<file path="src/rtl/region_perm_pkg.sv">
package region_perm_pkg;

  typedef enum logic [1:0] {
    CK_RESULT = 2'd0,
    CK_BRANCH = 2'd1,
    CK_LOAD   = 2'd2,
    CK_RSVD   = 2'd3
  } chk_kind_e;

  // A toggle position is usable only outside the region-index field.
  function automatic logic tpos_ok(input int unsigned pos,
                                   input int unsigned idx_lo,
                                   input int unsigned idx_w,
                                   input int unsigned addr_w);
    return (pos < addr_w) && ((pos < idx_lo) || (pos >= idx_lo + idx_w));
  endfunction

endpackage

</file>
<file path="src/rtl/region_perm_decode.sv">
module region_perm_decode #(
  parameter int ADDR_W = 64,
  parameter int IDX_LO = 17,
  parameter int BIT_W  = 6,
  parameter int SEL_W  = 2,
  parameter int SEL_USED = 2,
  parameter int TPOS_W = 6
) (
  input  logic [ADDR_W-1:0] addr,
  input  logic [TPOS_W-1:0] tpos,
  output logic [SEL_W-1:0]  word_sel,
  output logic [BIT_W-1:0]  bit_sel,
  output logic              tog
);

  assign bit_sel = addr[IDX_LO +: BIT_W];
  assign tog     = addr[tpos];

  generate
    if (SEL_USED > 0) begin : g_multi
      assign word_sel = addr[IDX_LO + BIT_W +: SEL_USED];
    end else begin : g_single
      assign word_sel = '0;
    end
  endgenerate

endmodule

</file>
<file path="src/rtl/region_perm_bitmap.sv">
module region_perm_bitmap #(
  parameter int NUM_WORDS = 4,
  parameter int WORD_W    = 64,
  parameter int SEL_W     = 2,
  parameter int BIT_W     = 6
) (
  input  logic              clk,
  input  logic              rst,
  input  logic              wr_en,
  input  logic [SEL_W-1:0]  wr_sel,
  input  logic [WORD_W-1:0] wr_data,
  input  logic              fl_en,
  input  logic [SEL_W-1:0]  fl_sel,
  input  logic [BIT_W-1:0]  fl_bit,
  input  logic [SEL_W-1:0]  rd_sel,
  input  logic [BIT_W-1:0]  rd_bit,
  output logic              rd_val
);

  logic [WORD_W-1:0] words [NUM_WORDS];

  generate
    for (genvar g = 0; g < NUM_WORDS; g++) begin : g_word
      always_ff @(posedge clk) begin
        if (rst) begin
          words[g] <= '0;
        end else if (wr_en && (wr_sel == SEL_W'(g))) begin
          words[g] <= wr_data;
        end else if (fl_en && (fl_sel == SEL_W'(g))) begin
          words[g][fl_bit] <= ~words[g][fl_bit];
        end
      end
    end
  endgenerate

  // Read reflects the state before this cycle's update.
  always_comb begin
    rd_val = 1'b0;
    for (int i = 0; i < NUM_WORDS; i++) begin
      if (rd_sel == SEL_W'(i)) rd_val = words[i][rd_bit];
    end
  end

endmodule

</file>
<file path="src/rtl/region_perm_verdict.sv">
module region_perm_verdict
  import region_perm_pkg::*;
(
  input  logic      clk,
  input  logic      rst,
  input  logic      req,
  input  chk_kind_e kind,
  input  logic      tog,
  input  logic      perm_bit,
  output logic      out_valid,
  output logic      out_result,
  output logic      out_taken,
  output logic      out_exc
);

  logic deny;
  assign deny = tog ^ perm_bit;

  always_ff @(posedge clk) begin
    if (rst) begin
      out_valid  <= 1'b0;
      out_result <= 1'b0;
      out_taken  <= 1'b0;
      out_exc    <= 1'b0;
    end else begin
      out_valid  <= req;
      out_result <= req && (kind == CK_RESULT) && deny;
      out_taken  <= req && (kind == CK_BRANCH) && deny;
      out_exc    <= req && (kind == CK_LOAD)   && deny;
    end
  end

endmodule

</file>
<file path="src/rtl/region_perm_check.sv">
module region_perm_check
  import region_perm_pkg::*;
#(
  parameter int ADDR_W    = 64,
  parameter int IDX_LO    = 17,
  parameter int WORD_W    = 64,
  parameter int NUM_WORDS = 4,
  parameter int TPOS_RST  = 47,
  localparam int BIT_W    = $clog2(WORD_W),
  localparam int SEL_USED = (NUM_WORDS > 1) ? $clog2(NUM_WORDS) : 0,
  localparam int SEL_W    = (SEL_USED > 0) ? SEL_USED : 1,
  localparam int IDX_W    = BIT_W + SEL_USED,
  localparam int TPOS_W   = $clog2(ADDR_W)
) (
  input  logic              clk,
  input  logic              rst,
  input  logic              bmp_we,
  input  logic [SEL_W-1:0]  bmp_sel,
  input  logic [WORD_W-1:0] bmp_wdata,
  input  logic              flip_en,
  input  logic [IDX_W-1:0]  flip_region,
  input  logic              tpos_we,
  input  logic [TPOS_W-1:0] tpos_wdata,
  input  logic              chk_valid,
  input  logic [1:0]        chk_kind,
  input  logic [ADDR_W-1:0] chk_addr,
  output logic              out_valid,
  output logic              out_result,
  output logic              out_taken,
  output logic              out_exc
);

  logic [TPOS_W-1:0] tpos_q;
  logic [SEL_W-1:0]  word_sel;
  logic [BIT_W-1:0]  bit_sel;
  logic              tog;
  logic              perm_bit;
  logic [SEL_W-1:0]  flip_word;
  logic [BIT_W-1:0]  flip_bit;

  always_ff @(posedge clk) begin
    if (rst) begin
      tpos_q <= TPOS_W'(TPOS_RST);
    end else if (tpos_we && tpos_ok(int'(tpos_wdata), IDX_LO, IDX_W, ADDR_W)) begin
      tpos_q <= tpos_wdata;
    end
  end

  assign flip_bit = flip_region[BIT_W-1:0];
  generate
    if (SEL_USED > 0) begin : g_flip_multi
      assign flip_word = flip_region[IDX_W-1:BIT_W];
    end else begin : g_flip_single
      assign flip_word = '0;
    end
  endgenerate

  region_perm_decode #(
    .ADDR_W(ADDR_W), .IDX_LO(IDX_LO), .BIT_W(BIT_W),
    .SEL_W(SEL_W), .SEL_USED(SEL_USED), .TPOS_W(TPOS_W)
  ) u_decode (
    .addr(chk_addr), .tpos(tpos_q),
    .word_sel(word_sel), .bit_sel(bit_sel), .tog(tog)
  );

  region_perm_bitmap #(
    .NUM_WORDS(NUM_WORDS), .WORD_W(WORD_W), .SEL_W(SEL_W), .BIT_W(BIT_W)
  ) u_bitmap (
    .clk(clk), .rst(rst),
    .wr_en(bmp_we), .wr_sel(bmp_sel), .wr_data(bmp_wdata),
    .fl_en(flip_en), .fl_sel(flip_word), .fl_bit(flip_bit),
    .rd_sel(word_sel), .rd_bit(bit_sel), .rd_val(perm_bit)
  );

  region_perm_verdict u_verdict (
    .clk(clk), .rst(rst),
    .req(chk_valid), .kind(chk_kind_e'(chk_kind)),
    .tog(tog), .perm_bit(perm_bit),
    .out_valid(out_valid), .out_result(out_result),
    .out_taken(out_taken), .out_exc(out_exc)
  );

endmodule

</file>
<file path="config.mk">
export PLATFORM = sky130hd
export DESIGN_NAME = region_perm_check
export DESIGN_NICKNAME = d
export VERILOG_FILES = /design/src/rtl/region_perm_pkg.sv /design/src/rtl/region_perm_decode.sv /design/src/rtl/region_perm_bitmap.sv /design/src/rtl/region_perm_verdict.sv /design/src/rtl/region_perm_check.sv
export SDC_FILE = /design/constraint.sdc
export NUM_CORES = 1
export LEC_CHECK = 0
export BUFFER_PORTS_ARGS = -buffer_cell sky130_fd_sc_hd__buf_2
export CORE_ASPECT_RATIO = 1.4
export CORE_MARGIN = 2
export CORE_UTILIZATION = 50
export CTS_CLUSTER_DIAMETER = 80
export DETAILED_ROUTE_END_ITERATION = 16
export HOLD_SLACK_MARGIN = 0.08
export PLACE_DENSITY = 0.67
export SLEW_MARGIN = 20
export SYNTH_ARGS = -nofsm -noshare
export SYNTH_HDL_FRONTEND = slang
export SYNTH_HIERARCHICAL = 1
export SYNTH_SLANG_ARGS = --single-unit
</file>
<file path="constraint.sdc">
create_clock -name clk -period 5.6 [get_ports clk]
set_input_delay 0.56 -clock clk [delete_from_list [all_inputs] [get_ports clk]]
set_output_delay 0.56 -clock clk [all_outputs]
set_load 0.005 [all_outputs]
</file>
# Word level (Yosys, flattened, before mapping)
# Memory sizes are Yosys's and may differ from the RTL's.
# Index checks and enable logic that the tools add are counted.
dict set report totals {
  output_inout_bits 4
  in_bits 152
  reg_bits 10
  ram_bits 256
  memories 1
  romBits 0
  latch_bits 0
  wordCells 623
}
dict set report op_classes {
  n_div 0
  n_eq_ne 11
  n_shift 0
  n_mul 0
  n_addsub 0
  magnitude_cmp 6
  reduce_logical 21
  bitwise 265
  n_mux 314
}
# memory depth word_bits rd rd_clocked_by_memory_dff write_ports line_no
set mem_list {}
lappend mem_list {u_bitmap.words 4 64 4 0 4 region_perm_bitmap.sv:20} ;# logic [WORD_W-1:0] words [NUM_WORDS];
# cell n
set op_table {}
lappend op_table {{$mux 64} 8}
lappend op_table {{$mux 1} 296}
lappend op_table {{$or 1x1->1} 260}
lappend op_table {{$bmux 1 s6} 9}
lappend op_table {{$lt 6x7->1 const B} 3}
lappend op_table {{$logic_and 1x1->1} 16}
lappend op_table {{$eq 2x2->1 const B} 7}
lappend op_table {{$eq 2x1->1 const B} 4}
lappend op_table {{$logic_not 2->1} 4}
lappend op_table {{$demux 1 s6} 1}
lappend op_table {{$ge 6x1->1 const B} 1}
lappend op_table {{$ge 6x5->1 const B} 1}
lappend op_table {{$lt 6x5->1 const B} 1}
lappend op_table {{$not 1->1} 4}
lappend op_table {{$logic_or 1x1->1} 1}
lappend op_table {{$xor 1x1->1} 1}

# Longest topological paths before layout
dict set report depth {
  word_depth 8
  mapped_depth 13
  depth_no_buf 8
}

# Modules after synthesis
# The synthesis kept the hierarchy.
# mod instances area_per_inst_um2 cells_per_inst
set modules_own_cells {}
lappend modules_own_cells {region_perm_bitmap 1 15813.9 1687}
lappend modules_own_cells {region_perm_decode 1 660.6 70}
lappend modules_own_cells {region_perm_check 1 296.5 26}
lappend modules_own_cells {region_perm_verdict 1 142.6 10}

# Worst setup path before layout
# OpenSTA, ideal clock, no wires.
dict set report synth_path {
  path_kind {in2reg}
  startpoint {input chk_addr[18]}
  endpoint {register u_verdict.out_exc}
  setup_time_ps 131
  n_path_buf 4
  stages 11
  t_arrival_ps 2555
  path_slack_ps 2914
  cell_sequence {buf_4 buf_2 buf_2 buf_1 mux4_2 o32ai_1 nand2_1 nand4_1 nand4_1 xnor2_1 nor4b_2}
}
dict set report synth_between {
  elab_chain_cells 8
  word_cells_on_any_way 16
  cone_classes {14 x mux; 1 x bitwise; 1 x reduce/logical}
}
# item line_no
set synth_lines {}
lappend synth_lines {{from (decl)} region_perm_check.sv:26} ;# input logic [ADDR_W-1:0] chk_addr,
lappend synth_lines {{$bmux 1 s6} region_perm_bitmap.sv:40} ;# if (rd_sel == SEL_W'(i)) rd_val = words[i][rd_bit];
lappend synth_lines {{$mux 1 (not written as such)} region_perm_bitmap.sv:40}
lappend synth_lines {{$mux 1 (3 in series)} region_perm_bitmap.sv:40}
lappend synth_lines {{$mux 1 (*)} region_perm_bitmap.sv:40}
lappend synth_lines {{named net perm_bit} region_perm_check.sv:37} ;# logic perm_bit;
lappend synth_lines {{$xor 1x1->1 (*)} region_perm_verdict.sv:17} ;# assign deny = tog ^ perm_bit;
lappend synth_lines {{$logic_and 1x1->1 (*)} region_perm_verdict.sv:29} ;# out_exc <= req && (kind == CK_LOAD) && deny;
lappend synth_lines {{to (signal assigned)} region_perm_verdict.sv:29}
lappend synth_lines {{to (decl)} region_perm_verdict.sv:13} ;# output logic out_exc
# Mark *: on every way through the listed nets, which the timed path passes. The rest lies on a longest branch. The select of a mux whose other input is x is not followed.
# A chain may end at the register's enable or synchronous reset.

==> results.md <==
* Slowest cell on the critical path: o41ai_1
* Worst path max stage delay at 1.04 ns
* DRT Pass-1 Iters at 8
* Avg WL per Cell at 28.9 um
* Netlist cell types at 65
* Detailed Route WL at 66.9 mm
* Maximum clock frequency at 265 MHz
* WS Path Type: input port to flop
* Largest net degree at the start of global routing at 66
* Slew Viols, Final at 0
* GRT overflow at 0
* Top FF cell, synth: edfxtp_1
* Req. time, crit path at 5.91 ns
* Core Util, Final at 56.7%
* Commonest cells in the netlist: 497 x o21ai_0, 330 x nand2_1, 256 x edfxtp_1
* RSZ-0062 raised after global routing: no
* CTS root buffer: clkbuf_16
* Final non-filler cell total at 2315
* Synth top area share at 45.5%
* Area after detailed placement at 0.0180 mm2
* Max Cap Viol at 0
* Number of setup buffers added after CTS at 0
* IO buf count at 155
* Setup TNS at 0 ns
* Crit start category: input port
* P_leak at 0.00615 uW
* PwrDens at 270 mW/mm2
* Part of the power in the clock network at 36.9%
* Syn Nets at 1945
* Post-route cell area at 0.0189 mm2
* Number of antenna violations at the first check in global routing at 1
* Post-Syn Instances at 1793
* Avg Inst Size Synth at 9.43 um2
* Final ANT Viol Nets at 0
* Combinational Power Share at 14.6%
* CP endpoint kind: flop
* Slew headroom at 24.1%
* Fin. Hold Viols at 0
* Starting density of the core at 50.8%
* Placed Cells at 2263
* Internal power at 3690 uW
* Worst path cell trace: buf_2 -> or3b_2 -> o22ai_1 -> o41ai_1 -> nand4_1 -> o21bai_4 -> buf_4 -> o21ai_0
* Share of cells above drive strength 1 at 17.8%
* Fillers at 2961
* #FFs+latches synth at 266
* Vias in the first global route at 16000
* Die area at 0.0353 mm2
* Die X at 159 um
* Syn Std Cell Area at 0.0169 mm2
* Vias after detailed routing at 16700
* Die height at 222 um
* CP delay by family, top: compound AO/OA/AOI/OAI gates
* Clk pin slew, worst setup/hold paths at 0.06 ns
* Final period utilization at 67.4%
* TritonCTS clock tree: done
* Register area share after synthesis at 46.6%
* Floorplan Core Area at 0.0333 mm2
* Ys Warns at 6
* Worst Path Buf+Inv at 2
* First-pass GRT wire length at 99.7 mm
* Vias per cell at 7.21
* Placer Congestion at 0.984
* Worst Tran Pin Value at 1.12 ns
* GRT Overall Usage at 36.9%
* Post-synth EDFFs at 256
* CTS resizes at 0
* TritonCTS Buffers at 28
* Clock tree buffer depth at 3
* Net Sw Frac at 27.6%
* Async SR Flop Fraction at 0%
* Sequential power share at 48.5%
* Floorplan row count at 79
* N_diodes at 0
* Min-Delay Path Class: input port to flop
* DRC at 0
* Layout area overhead at 11.6%
* Area leader, netlist: edfxtp_1
* Sw power at 1410 uW
* Top-count cell post-synth: o21ai_0
* CTS sink count at 266
* Setup violators final at 0
* Layout Skew at 0.0289 ns
* H-tree levels at 1
* Arrival time worst endpoint at 4.08 ns
* DP HPWL at 44.1 mm
* Post-CTS Hold Buffers at 0
* Clock latency on the worst-skew pair at 0.57 ns
* Worst vdd ir at 259 uV
* Final min period at 3.77 ns
* Status: completed
* Final nets at 2000
* Total I/O pin count at 156
* DR iter-0 viols at 2482
* Crit Path Max Fanout at 22
* Largest cells by area after synthesis: edfxtp_1 45%, o21ai_0 15%, nand2_1 7.3%, mux4_2 5.9%, o22ai_1 4.8%
through the flow:
stage               power (uW)  worst slack [ns]  hold slack (ns)
floorplan                 2880              2.91            0.453
global placement          3200              1.50            0.546
detailed placement        3220              1.44            0.548
CTS                       5080              2.03            0.184
global route              5220              1.77            0.208
finish                    5100              1.83            0.201
path summary, 6_finish.rpt:
path | startpoint | end | slack [ns] | cells past startpoint
min reg2reg | tpos_q[5] | tpos_q[5] | 0.56 | 1
max | flip_region[1] | u_bitmap/words[1][39] | 1.83 | 8
max reg2reg | u_bitmap/words[1][35] | u_bitmap/words[1][39] | 2.41 | 6
min | chk_kind[1] | u_verdict/out_taken | 0.20 | 2
worst register-to-register path, cell delays in order (launching register included):
cell	delay, ns
edfxtp_1	0.38
o22ai_1	0.12
o41ai_1	1.04
nand4_1	0.29
o21bai_4	0.63
buf_4	0.35
o21ai_0	0.12
power groups by stage:
stage / registers [uW] / logic [uW] / clock network [uW]
6_report: 2470 / 744 / 1880
5_1_grt: 2470 / 781 / 1970
4_1_cts: 2460 / 719 / 1900
3_5_place_dp: 2500 / 716 / 0
3_3_place_gp: 2500 / 702 / 0
2_1_floorplan: 2430 / 451 / 0
flip-flops by register name (all words and copies together) (netlist names):
signal                count
tpos_q                    6
u_bitmap/words          256
u_verdict/out_exc         1
u_verdict/out_result      1
u_verdict/out_taken       1
u_verdict/out_valid       1
placed cells by master, fill, tap and decap left out, types with 12 or more instances in the layout:
cell type	netlist	layout
o21ai_0	497	497
nand2_1	330	330
edfxtp_1	256	256
buf_2	29	154
o22ai_1	131	131
mux2i_1	67	67
buf_4	23	55
mux4_2	44	44
o41ai_1	32	32
clkbuf_16	0	29
nor2_1	24	24
o21ai_1	24	24
a221oi_1	22	22
nor3_1	19	14
nand4_1	12	12
cell type report:
class / instances / area (um2) / share of cell area, %
multi-input cells: 1330 / 8240 / 43.7
flip-flops and latches: 266 / 7890 / 41.8
repair buffers: 212 / 1240 / 6.59
clock buffers: 35 / 748 / 3.96
well taps: 445 / 557 / 2.95
clock inverters: 17 / 159 / 0.842
inverters: 10 / 37.5 / 0.199
logic make-up (layout without fill, tap and decap cells):
| group | after synthesis | count (layout) | share of synthesized area (%) |
|---|---|---|---|
| and+or+nand+nor | 451 | 451 | 11.8 |
| xor gates and xnor gates | 1 | 1 | 0.0518 |
| buffers and inverters | 197 | 274 | 5.41 |
| DFF | 266 | 266 | 46.6 |
| muxes | 113 | 113 | 10.0 |
| AOI/OAI and AO/OA | 765 | 765 | 26.1 |
metal layers:
metal	global-route usage, %	up-vias	wire length [um]	part of all wire (%)
met3	5.46	351	7780	12
li1	-	6978	-	-
met1	45.8	7910	22800	34
met5	0	-	0	0
met2	60.6	1457	30900	46
met4	23.2	0	5380	8.0
(Power assumes the default switching activity.)
